==> src/rtl/mpu_pkg.sv <==
package mpu_pkg;
  localparam int unsigned PERM_W = 4;

  typedef enum logic [1:0] {
    FAULT_NONE       = 2'd0,
    FAULT_BACKGROUND = 2'd1,
    FAULT_PERMISSION = 2'd2
  } faultKindE;

  // Strobes handed from the decision logic to the datapath.
  typedef struct packed {
    logic grantRead;
    logic grantWrite;
    logic grantExec;
    logic faultBg;
    logic faultPerm;
  } verdictT;
endpackage

==> src/rtl/mpu_ctrl.sv <==
module mpu_ctrl
  import mpu_pkg::*;
#(
  parameter int unsigned NUM_REGIONS = 8
) (
  input  logic                          clk,
  input  logic                          rstN,
  input  logic                          mpuEnable,
  input  logic                          isFetch,
  input  logic                          isPriv,
  input  logic                          wantRead,
  input  logic                          wantWrite,
  input  logic [NUM_REGIONS-1:0]        hitVec,
  input  logic [NUM_REGIONS*PERM_W-1:0] instPerm,
  input  logic [NUM_REGIONS*PERM_W-1:0] dataPerm,
  output verdictT                       verdict
);
  localparam int unsigned IDX_W = (NUM_REGIONS > 1) ? $clog2(NUM_REGIONS) : 1;

  logic [IDX_W-1:0]              winIdx;
  logic                          anyHit;
  logic [NUM_REGIONS*PERM_W-1:0] permSrc;
  logic [PERM_W-1:0]             permCode;
  logic                          rightRead;
  logic                          rightWrite;

  // Ascending scan: the last hit seen, which is the highest index, wins.
  always_comb begin
    winIdx = '0;
    anyHit = 1'b0;
    for (int i = 0; i < NUM_REGIONS; i++) begin
      if (hitVec[i]) begin
        winIdx = IDX_W'(i);
        anyHit = 1'b1;
      end
    end
  end

  assign permSrc  = isFetch ? instPerm : dataPerm;
  assign permCode = permSrc[winIdx*PERM_W +: PERM_W];

  always_comb begin
    rightRead  = 1'b0;
    rightWrite = 1'b0;
    case (permCode)
      4'd1: begin rightRead = isPriv; rightWrite = isPriv; end
      4'd2: begin rightRead = 1'b1;   rightWrite = isPriv; end
      4'd3: begin rightRead = 1'b1;   rightWrite = 1'b1;   end
      4'd5: begin rightRead = isPriv; rightWrite = 1'b0;   end
      4'd6: begin rightRead = 1'b1;   rightWrite = 1'b0;   end
      default: begin rightRead = 1'b0; rightWrite = 1'b0;  end
    endcase
  end

  always_comb begin
    verdict = '0;
    if (!mpuEnable) begin
      verdict.grantRead  = 1'b1;
      verdict.grantWrite = 1'b1;
      verdict.grantExec  = 1'b1;
    end else if (!anyHit) begin
      verdict.faultBg = 1'b1;
    end else if (!rightRead || (wantWrite && !rightWrite) || (wantRead && !rightRead)) begin
      verdict.faultPerm = 1'b1;
    end else begin
      verdict.grantRead  = rightRead;
      verdict.grantWrite = rightWrite;
      verdict.grantExec  = 1'b1;
    end
  end

  a_r1_disabled_open: assert property (@(posedge clk) disable iff (!rstN)
    !mpuEnable |-> (verdict.grantRead && verdict.grantWrite && verdict.grantExec
                    && !verdict.faultBg && !verdict.faultPerm));

  a_r6_miss_background: assert property (@(posedge clk) disable iff (!rstN)
    (mpuEnable && (hitVec == '0)) |-> verdict.faultBg);

  a_r9_fault_no_grant: assert property (@(posedge clk) disable iff (!rstN)
    (verdict.faultBg || verdict.faultPerm) |->
      !(verdict.grantRead || verdict.grantWrite || verdict.grantExec));

  a_r9_single_class: assert property (@(posedge clk) disable iff (!rstN)
    $onehot0({verdict.faultBg, verdict.faultPerm}));
endmodule

==> src/rtl/mpu_match_dp.sv <==
module mpu_match_dp
  import mpu_pkg::*;
#(
  parameter int unsigned NUM_REGIONS = 8,
  parameter int unsigned ADDR_W      = 32,
  parameter int unsigned SIZE_W      = 5,
  parameter bit          OUT_REG     = 1'b1
) (
  input  logic                          clk,
  input  logic                          rstN,
  input  logic                          reqValid,
  input  logic [ADDR_W-1:0]             addrIn,
  input  logic [NUM_REGIONS*ADDR_W-1:0] regionCfg,
  input  verdictT                       verdict,
  output logic [NUM_REGIONS-1:0]        hitVec,
  output logic [ADDR_W-1:0]             addrOut,
  output logic                          grantRead,
  output logic                          grantWrite,
  output logic                          grantExec,
  output logic                          fault,
  output logic [1:0]                    faultKind,
  output logic [1:0]                    faultLevel,
  output logic                          respValid
);
  localparam int unsigned SHIFT_W = SIZE_W + 1;

  typedef struct packed {
    logic [ADDR_W-1:0] addr;
    logic              gRead;
    logic              gWrite;
    logic              gExec;
    logic              flt;
    faultKindE         kind;
    logic [1:0]        level;
    logic              valid;
  } respT;

  for (genvar g = 0; g < NUM_REGIONS; g++) begin : gRegion
    logic [ADDR_W-1:0]  cfgWord;
    logic [SIZE_W-1:0]  sizeExp;
    logic [SHIFT_W-1:0] spanBits;
    logic [ADDR_W-1:0]  lowMask;

    assign cfgWord  = regionCfg[g*ADDR_W +: ADDR_W];
    assign sizeExp  = cfgWord[SIZE_W:1];
    // One bit wider so that N = 31 gives a shift of 32 and an all-ones mask.
    assign spanBits = {1'b0, sizeExp} + SHIFT_W'(1);
    assign lowMask  = ~({ADDR_W{1'b1}} << spanBits);
    assign hitVec[g] = cfgWord[0] && (((cfgWord ^ addrIn) & ~lowMask) == '0);

    a_r4_full_span: assert property (@(posedge clk) disable iff (!rstN)
      (cfgWord[0] && (&sizeExp)) |-> hitVec[g]);

    a_r3_disabled_nohit: assert property (@(posedge clk) disable iff (!rstN)
      !cfgWord[0] |-> !hitVec[g]);
  end

  respT nextResp;
  respT curResp;

  always_comb begin
    nextResp        = '0;
    nextResp.addr   = addrIn;
    nextResp.gRead  = verdict.grantRead;
    nextResp.gWrite = verdict.grantWrite;
    nextResp.gExec  = verdict.grantExec;
    nextResp.flt    = verdict.faultBg | verdict.faultPerm;
    nextResp.kind   = verdict.faultPerm ? FAULT_PERMISSION :
                      verdict.faultBg   ? FAULT_BACKGROUND : FAULT_NONE;
    nextResp.level  = verdict.faultPerm ? 2'd1 : 2'd0;
    nextResp.valid  = reqValid;
  end

  if (OUT_REG) begin : gReg
    always_ff @(posedge clk or negedge rstN) begin
      if (!rstN) curResp <= '0;
      else       curResp <= nextResp;
    end

    a_r12_one_cycle: assert property (@(posedge clk) disable iff (!rstN)
      reqValid |=> respValid);
  end else begin : gComb
    assign curResp = nextResp;
  end

  assign addrOut    = curResp.addr;
  assign grantRead  = curResp.gRead;
  assign grantWrite = curResp.gWrite;
  assign grantExec  = curResp.gExec;
  assign fault      = curResp.flt;
  assign faultKind  = curResp.kind;
  assign faultLevel = curResp.level;
  assign respValid  = curResp.valid;
endmodule

==> src/rtl/mpu_region_check.sv <==
module mpu_region_check
  import mpu_pkg::*;
#(
  parameter int unsigned NUM_REGIONS = 8,
  parameter int unsigned ADDR_W      = 32,
  parameter int unsigned SIZE_W      = 5,
  parameter bit          OUT_REG     = 1'b1
) (
  input  logic                          clk,
  input  logic                          rstN,
  input  logic                          mpuEnable,
  input  logic                          reqValid,
  input  logic [ADDR_W-1:0]             addrIn,
  input  logic                          isFetch,
  input  logic                          isPriv,
  input  logic                          wantRead,
  input  logic                          wantWrite,
  input  logic [NUM_REGIONS*ADDR_W-1:0] regionCfg,
  input  logic [NUM_REGIONS*PERM_W-1:0] instPerm,
  input  logic [NUM_REGIONS*PERM_W-1:0] dataPerm,
  output logic [ADDR_W-1:0]             addrOut,
  output logic                          grantRead,
  output logic                          grantWrite,
  output logic                          grantExec,
  output logic                          fault,
  output logic [1:0]                    faultKind,
  output logic [1:0]                    faultLevel,
  output logic                          respValid
);
  logic [NUM_REGIONS-1:0] hitVec;
  verdictT                verdict;

  mpu_ctrl #(.NUM_REGIONS(NUM_REGIONS)) ctrl_i (
    .clk(clk), .rstN(rstN), .mpuEnable(mpuEnable), .isFetch(isFetch),
    .isPriv(isPriv), .wantRead(wantRead), .wantWrite(wantWrite),
    .hitVec(hitVec), .instPerm(instPerm), .dataPerm(dataPerm),
    .verdict(verdict)
  );

  mpu_match_dp #(
    .NUM_REGIONS(NUM_REGIONS), .ADDR_W(ADDR_W), .SIZE_W(SIZE_W), .OUT_REG(OUT_REG)
  ) dp_i (
    .clk(clk), .rstN(rstN), .reqValid(reqValid), .addrIn(addrIn),
    .regionCfg(regionCfg), .verdict(verdict), .hitVec(hitVec),
    .addrOut(addrOut), .grantRead(grantRead), .grantWrite(grantWrite),
    .grantExec(grantExec), .fault(fault), .faultKind(faultKind),
    .faultLevel(faultLevel), .respValid(respValid)
  );
endmodule

==> config.mk <==
export PLATFORM = sky130hd
export DESIGN_NAME = mpu_region_check
export DESIGN_NICKNAME = d
export VERILOG_FILES = /design/src/rtl/mpu_pkg.sv /design/src/rtl/mpu_ctrl.sv /design/src/rtl/mpu_match_dp.sv /design/src/rtl/mpu_region_check.sv
export SDC_FILE = /design/constraint.sdc
export NUM_CORES = 1
export LEC_CHECK = 0
export ABC_AREA = 1
export BUFFER_PORTS_ARGS = -buffer_cell sky130_fd_sc_hd__buf_4
export CORE_AREA = 2 2 156 158
export CTS_CLUSTER_DIAMETER = 50
export DETAILED_ROUTE_END_ITERATION = 8
export DIE_AREA = 0 0 158 160
export PLACE_DENSITY_LB_ADDON = 0.2
export SKIP_LAST_GASP = 1
export SYNTH_ARGS = -nofsm -noshare
export SYNTH_HDL_FRONTEND = slang
export SYNTH_HIERARCHICAL = 1
export SYNTH_SLANG_ARGS = --single-unit
==> constraint.sdc <==
create_clock -name clk -period 1.8 [get_ports clk]
set_clock_uncertainty 0.05 [all_clocks]
set_input_delay 0.36 -clock clk [delete_from_list [all_inputs] [get_ports clk]]
set_output_delay 0.36 -clock clk [all_outputs]
set_load 0.03 [all_outputs]
* Word-level counts from Yosys, hierarchy flattened
Index checks and enable logic that the tools add are counted.
** Operators by class
- Bitwise operators :: 33
- Multiply operators :: 0
- Muxes and demuxes :: 28
- $lt $le $gt $ge :: 0
- Divide/modulo/power cells :: 0
- Add/sub/neg operators :: 8
- Reduce and logical (&&, ||, !) cells :: 25
- Equality and inequality tests :: 5
- Shifts and indexed selects :: 9
** Operators with widths (number)
- $not A32 Y32 :: 16
- $and A32 B32 Y32 :: 8
- $logic_not A32 Y1 :: 8
- $shl A32 B6 Y32 const A :: 8
- $xor A32 B32 Y32 :: 8
- $add A5 B1 Y6 const B :: 8
- $mux W32 :: 1
- $shiftx A32 B6 Y4 :: 1
- $mux W3 :: 7
- $mux W1 :: 14
- $logic_and A1 B1 Y1 :: 10
- $eq A4 B2 Y1 const B :: 2
- $eq A4 B3 Y1 const B :: 2
- $mux W2 :: 4
- $eq A4 B1 Y1 const B :: 1
- $pmux W1 S2 :: 2
- $reduce_or A2 Y1 :: 2
- $reduce_or A3 Y1 :: 1
- $logic_not A1 Y1 :: 2
- $logic_or A1 B1 Y1 :: 2
- $or A1 B1 Y1 :: 1
** Storage, ports and cells
- Logic and storage cells :: 116
- Memory bits (writable) :: 0
- Memory bits (read-only) :: 0
- Bits of input ports :: 360
- Register bits after elaboration :: 41
- Bits in latches :: 0
- Memories :: 0

* Depth between registers and ports, before layout
Gate-level depths: netlist (run 1).
- Word-level depth :: 27
- Gate-level depth with buffers :: 33
- Depth with buffers taken out :: 32

* By module
The synthesis (run 1) kept the hierarchy.
** Modules (own cells, without submodules)
- mpu_match_dp :: cells an instance 1384, instances 1, area an instance 8321.7 um2
- mpu_ctrl :: cells an instance 229, instances 1, area an instance 985.9 um2

* Least setup slack after synthesis (run 1)
No wires, ideal clock.
- Path type :: input -> register
- From :: input regionCfg[161]
- To :: register dp_i.curResp (netlist bit dp_i/fault)
- Stages :: 29
- Slack :: -1333 ps
- Buffers on the path :: 1
- Data arrival time :: 2956 ps
- Cell sequence :: ha_1 nand2_1 inv_2 nor2_4 nand2_1 o21ai_0 nand2_1 nor2_1 nand2_1 o21ai_0 nand2_1 nor2_1 nor2_1 nand2_1 nand2_2 buf_4 o21ai_1 inv_1 nand2_1 nand3_1 nand2_1 nand2_1 nand2_1 nand2_1 nor2_2 nand2_1 nand2_1 nor2_1 or2_2
** RTL lines
- from (decl) :: line mpu_region_check.sv:18 : input logic [NUM_REGIONS*ADDR_W-1:0] regionCfg,
- to (signal assigned) :: line mpu_match_dp.sv:77 : else curResp <= nextResp;
- to (decl) :: line mpu_match_dp.sv:59 : respT curResp;

==> results of run 1 <==
==> layout by cell type, fill, tap and decap left out, types with 18 or more instances in the layout <==
cell / count
buf_4: 590
nand2_1: 451
xor2_1: 229
nand3_1: 217
nor2_1: 133
inv_1: 114
nand4_1: 83
nand2_2: 45
dfrtp_1: 39
o21ai_0: 37
nor2_2: 27
ha_1: 24
buf_12: 21
o21ai_1: 18
==> layer usage <==
metal  GRT usage (%)  vias to the layer above  part of all wire (%)
li1                -                     6233                     -
met1            44.9                     5713                    40
met2            56.8                      677                    45
met3            4.56                      162                   8.4
met4            20.6                        0                   7.1
met5               0                        -                     0
==> worst max-delay path, stage by stage <==
cell	delay [ns]
buf_4	0.11
ha_1	0.19
nand2_1	0.14
o21ai_1	0.26
nand2_4	0.10
clkbuf_4	0.18
nand3_1	0.09
nand3_1	0.07
nand4_1	0.11
nor2_1	0.05
nand2_1	0.12
nor2_4	0.06
nor2_4	0.19
buf_6	0.17
nand2_2	0.12
inv_2	0.17
nand3_2	0.12
nand2_4	0.09
nand2_2	0.05
nand2_2	0.07
nand2_2	0.06
nor2_4	0.12
nand2_2	0.07
nand2_2	0.07
nor2_2	0.05
or2_4	0.22
==> state kept, by name (all words and copies together), names as in the netlist <==
register,count
dp_i/addrOut,32
dp_i/fault,1
dp_i/faultKind,2
dp_i/grantExec,1
dp_i/grantRead,1
dp_i/grantWrite,1
dp_i/respValid,1
==> cell families (layout without fill, tap and decap cells) <==
kind of cell               count (synthesis)  count (layout)  synth area share [%]
AOI/OAI and AO/OA                         70              70                  3.88
xor gates and xnor gates                 246             246                  23.1
adders and majority gates                 32              32                  4.30
buffers and inverters                    214             761                  11.1
DFF                                       39              39                  10.5
other                                      1               2                0.0403
and+or+nand+nor                         1011            1012                  47.0
==> final cells by class <==
cell class / count / area [um2] / share of cell area, %
multi-input combinational: 1361 / 7860 / 52.5
timing repair buffer: 625 / 5050 / 33.8
sequential: 39 / 976 / 6.52
inverter: 128 / 493 / 3.29
tap: 324 / 405 / 2.71
clock buffer: 5 / 125 / 0.836
clock inverter: 3 / 47.5 / 0.318
antenna: 1 / 2.50 / 0.0167
==> stage by stage <==
stage / hold WS [ns] / worst slack (ns) / power [mW]
floorplan: 0.0144 / -1.24 / 2.74
global placement: 0.306 / -1.87 / 4.43
detailed placement: 0.310 / -1.91 / 4.45
CTS: 0.00519 / -1.45 / 5.55
global route: 0.0332 / -1.75 / 6.06
finish: 0.000906 / -1.52 / 5.69
==> power groups by stage <==
| stage | Combinational [mW] | Clock (mW) | Sequential [mW] |
|---|---|---|---|
| detailed placement | 3.50 | 0 | 0.954 |
| global placement | 3.48 | 0 | 0.952 |
| CTS | 3.56 | 1.05 | 0.938 |
| global route | 4.04 | 1.08 | 0.941 |
| finish | 3.72 | 1.04 | 0.939 |
| floorplan | 1.70 | 0 | 1.04 |
==> how the worst min path moves through the flow <==
stage               startpoint  depth (start not counted)                         end
global route              rstN                          1  dp_i/addrOut[31]$_DFF_PN0_
global placement          rstN                          1  dp_i/addrOut[31]$_DFF_PN0_
finish                    rstN                          1  dp_i/addrOut[31]$_DFF_PN0_
detailed placement        rstN                          1    dp_i/respValid$_DFF_PN0_
floorplan                 rstN                          0   dp_i/addrOut[0]$_DFF_PN0_
CTS                       rstN                          1  dp_i/addrOut[18]$_DFF_PN0_
==> what timing repair did <==
action                                  4_1_cts  5_1_grt
endpoints found under the setup margin        6        6
buffers inserted                              5       15
cloned                                        2        3
pin swaps                                    22       63
gates resized for setup                      47      101
==> results.cfg, run 1 <==
[die]
fp.dieW_um = 158
ioPinCount = 401
start_util_pct = 39.1
floorplan.die.height_um = 160
placeable_core_area_um2 = 23800
die-area_um2 = 25300
placementRows = 57

[timing]
finalHoldViolCount = 0
setup-tns-final_ns = -8.36
post-route-period-util_pct = 184
setup_viol = 6
unrepaired_setup_endpoints_after_global_routing = true
timing.final.max_slew_violations = 0
finalWorstSetupSlack_ns = -1.52
post-route-min-period_ns = 3.32
pin_slew_with_the_least_headroom_to_its_limit_ns = 0.518
max_slew_margin_pct = 65.5
maxClockFrequency_mhz = 301

[detailed_routing]
route.detailed.vias_per_inst = 5.14
postRouteAntennaNets = 0
detailroute.via_count = 12800
drt_first_pass_iters = 7
detail_route.wl_per_cell_um = 18.8
drt_iter0_markers = 1005
drt_drc_violations_left = 0
routed_wl_mm = 46.6

[run]
cap_violations = 0

[placement]
placed_instances = 2452
port_buffers = 398
placedInstanceArea_um2 = 14100
gpl.final_weighted_congestion = 0.950
hpwlAfterDp_mm = 35.9

[pwr]
ir_worst_vdd_mv = 0.506
intPower_mw = 3.30
comb_power_share_pct = 65.3
power_frac_seq_pct = 16.5
power.density_cell_area_nw_per_um2 = 381
power_switching_mw = 2.40
fraction_of_power_consumed_by_the_clock_network_pct = 18.2
p_leak_nw = 8.05
swShare_pct = 42.1

[logic_synthesis]
synth_sequential_area_ratio_pct = 10.5
synth_edf_count = 0
asyncSetResetFlopFracSynth_pct = 100
netlist.top_cell.by_area = xor2_1
synth_most_common_cell = nand2_1
ys_top_cells_by_area = xor2_1 22%, nand2_1 20%, nand3_1 12%
ys_ff_latch = 39
yosysTopAreaCellShare_pct = 21.5
synthesis.area_um2 = 9310
yosysWarnings = 6
synth_top_cells_by_count = 505 x nand2_1, 229 x xor2_1, 223 x nand3_1, 169 x nor2_1, 121 x inv_1
avgSynthCellArea_um2 = 5.77
synth_top_flop_cell = dfrtp_1
synthesis.instances = 1613
synthDistinctLibCells = 30
postSynthNetCount = 2005

[setup_path]
cp-start-kind = input port
critical_path.endpoint = dp_i/fault$_DFF_PN0_
worstSetupEndpointType = flop
worstPathRequired_ns = 1.92
cp_data_arrival_time_ns = 3.44
cp-startpoint = regionCfg[226]
path_max_fanout = 10
path_class = input port to flop

[global_routing]
initial_antenna_violation_count = 1
grt_use_total_pct = 35.3
overflow = 0
grt_pass1_wl_mm = 67.4
grt_pass1_vias = 12200
maximum_number_of_pins_on_one_net_before_global_route_repair = 40

[run_status]
outcome = finished, violations left
failed_checks = setup timing

[clock_network]
ctsRootBufferMaster = clkbuf_16
cts-root-to-sink-buffers = 2
cts-htree-levels = 2
cts_hold_buffers = 0
cts_num_sinks = 39
clk_pin_slew_ns = 0.06
cts_tree = built
cts_buffers = 5

[hold_path]
hp-class = input port to async pin

[final_layout]
final_cells = 2486
post_route_cells_drive_above_1_share_pct = 36.2
final_nets = 2552
postLayoutCoreUtil_pct = 62.8
area.growth.synth_to_final_pct = 60.8
num-fill-cells = 2400
finish.instance_area_um2 = 15000
Note: power is estimated with default switching activity, not from simulation.
==> inputs of run 2 (changes only) <==
Settings changed: MAX_ROUTING_LAYER set to met4, PLACE_DENSITY set to 0.68, PLACE_DENSITY_LB_ADDON 0.2 to not set.
==> run 2 against run 1 <==
  * The run still ends with setup timing left
  * Global-route usage up 1.9 points
  * Count of clock-buffer cells in the layout stayed put
  * First-iteration DRC count fell by 10%
  * Sequential power down 0.7%
  * Sequential share of layout area increased by 0.083 points
  * Via count fell by 0.82%
  * Flip-flop and latch count did not move
  * Critical path depth is 6 higher
  * Power down 0.14%
  * Cell area fell by 1.3%
  * Maximum frequency fell by 0.24%
  * Largest cell class unchanged
==> results.cfg, run 2 (synthesized netlist as in run 1, its figures left out) <==
[placement]
hpwlAfterDp_mm = 37.1
placed_instances = 2438
gpl.final_weighted_congestion = 0.983
port_buffers = 398

[detailed_routing]
detail_route.wl_per_cell_um = 19.1
drt_first_pass_iters = 6
detailroute.via_count = 12700
drt_iter0_markers = 902
postRouteAntennaNets = 0
drt_drc_violations_left = 0
routed_wl_mm = 47.1
route.detailed.vias_per_inst = 5.14

[clock_network]
ctsRootBufferMaster = clkbuf_16
cts-htree-levels = 2
clk_pin_slew_ns = 0.07
cts-root-to-sink-buffers = 2
cts_buffers = 5
cts_tree = built
cts_hold_buffers = 0
cts_num_sinks = 39

[setup_path]
path_max_fanout = 6
cp-start-kind = input port
cp_num_buf_inv = 7
cp-startpoint = regionCfg[97]
critical_path.endpoint = dp_i/faultKind[0]$_DFF_PN0_
critPathMostFrequentCell = nand2_1
crit_slowest_cell = nor2_4
timing.critical_path.depth = 32
worst_path_largest_cell_delay_ns = 0.25
cp_top_family = simple AND/OR/NAND/NOR gates
worstPathRequired_ns = 1.95
worstSetupEndpointType = flop
path_class = input port to flop
cp_data_arrival_time_ns = 3.47

[final_layout]
most-common-layout-cells = 571 x buf_4, 450 x nand2_1, 229 x xor2_1
post_route_cells_drive_above_1_share_pct = 35.5
most_frequent_standard_cell_in_the_layout_excluding_fill_and_tap_cells = buf_4
final_cells = 2468
final_nets = 2529
area.growth.synth_to_final_pct = 58.8
largest_register_ffs = 32

[run]
cap_violations = 0

[timing]
maxClockFrequency_mhz = 301
pin_slew_with_the_least_headroom_to_its_limit_ns = 0.628
post-route-period-util_pct = 185
finalWorstSetupSlack_ns = -1.53
unrepaired_setup_endpoints_after_global_routing = true
max_slew_margin_pct = 58.2
tightest_hold_margin_ns = 0.00220
setup_viol = 6
timing.final.max_slew_violations = 0
finalHoldViolCount = 0
post-route-min-period_ns = 3.33
setup-tns-final_ns = -8.46

[pwr]
ir_worst_vdd_mv = 0.442
p_leak_nw = 7.92
power.density_cell_area_nw_per_um2 = 385
total_power_mw = 5.69

[hold_path]
hp-class = input port to async pin

[global_routing]
maximum_number_of_pins_on_one_net_before_global_route_repair = 40
overflow = 0
grt_pass1_wl_mm = 69.2
grt_pass1_vias = 12100
initial_antenna_violation_count = 7
grt_use_total_pct = 37.1

[die]
ioPinCount = 401
start_util_pct = 39.1
fp.dieW_um = 158
placeable_core_area_um2 = 23800
floorplan.die.height_um = 160
die-area_um2 = 25300
placementRows = 57

[run_status]
failed_checks = setup timing
outcome = finished, violations left
[run 2: worst min-delay path by stage]
stage / start / to / slack [ns]
2_1_floorplan: rstN / dp_i/addrOut[0]$_DFF_PN0_ / 0.01
3_3_place_gp: rstN / dp_i/respValid$_DFF_PN0_ / 0.35
3_5_place_dp: rstN / dp_i/respValid$_DFF_PN0_ / 0.35
4_1_cts: rstN / dp_i/respValid$_DFF_PN0_ / 0.04
5_1_grt: rstN / dp_i/respValid$_DFF_PN0_ / 0.04
6_report: rstN / dp_i/respValid$_DFF_PN0_ / 0.002
[run 2: area by class of cell]
class                   count  area (um2)
fillers                  2335        9040
multi-input cells        1361        7880
repair buffers            602        4840
flip-flops and latches     39         976
inverters                 128         488
well taps                 324         405
clock buffers               5         125
clock inverters             2        37.5
diodes                      7        17.5
[run 2: what timing repair did]
item / in CTS / in global routing
gates resized for setup: 78 / 69
setup buffers: 10 / 7
cloned: 4 / 0
pin swaps: 47 / 53
endpoints found under the setup margin: 6 / 6
[run 2: power by group]
group	internal (mW)	leakage [nW]	total, mW	switching, mW
Combinational	1.68	7.39	3.66	1.98
Clock	0.649	0.0759	1.09	0.444
Sequential	0.919	0.457	0.932	0.0132
Total	3.25	7.92	5.69	2.44
[run 2: layer usage]
metal | vias up | global-route usage, % | part of all wire (%)
met1 | 5786 | 46.1 | 40
li1 | 6180 | - | -
met5 | - | - | 0
met2 | 582 | 59.5 | 47
met3 | 132 | 4.50 | 7.2
met4 | 0 | 18.1 | 5.3
[run 2: through the flow]
step | setup slack [ns] | cell area [um2] | utilization [%]
CTS | -1.43 | 14500 | 60.9
global route | -1.72 | 14800 | 62.0
global placement | -1.88 | 13900 | 58.4
detailed placement | -1.94 | 13900 | 58.4
finish | -1.53 | 14800 | 62.0
floorplan | -1.24 | 9460 | -
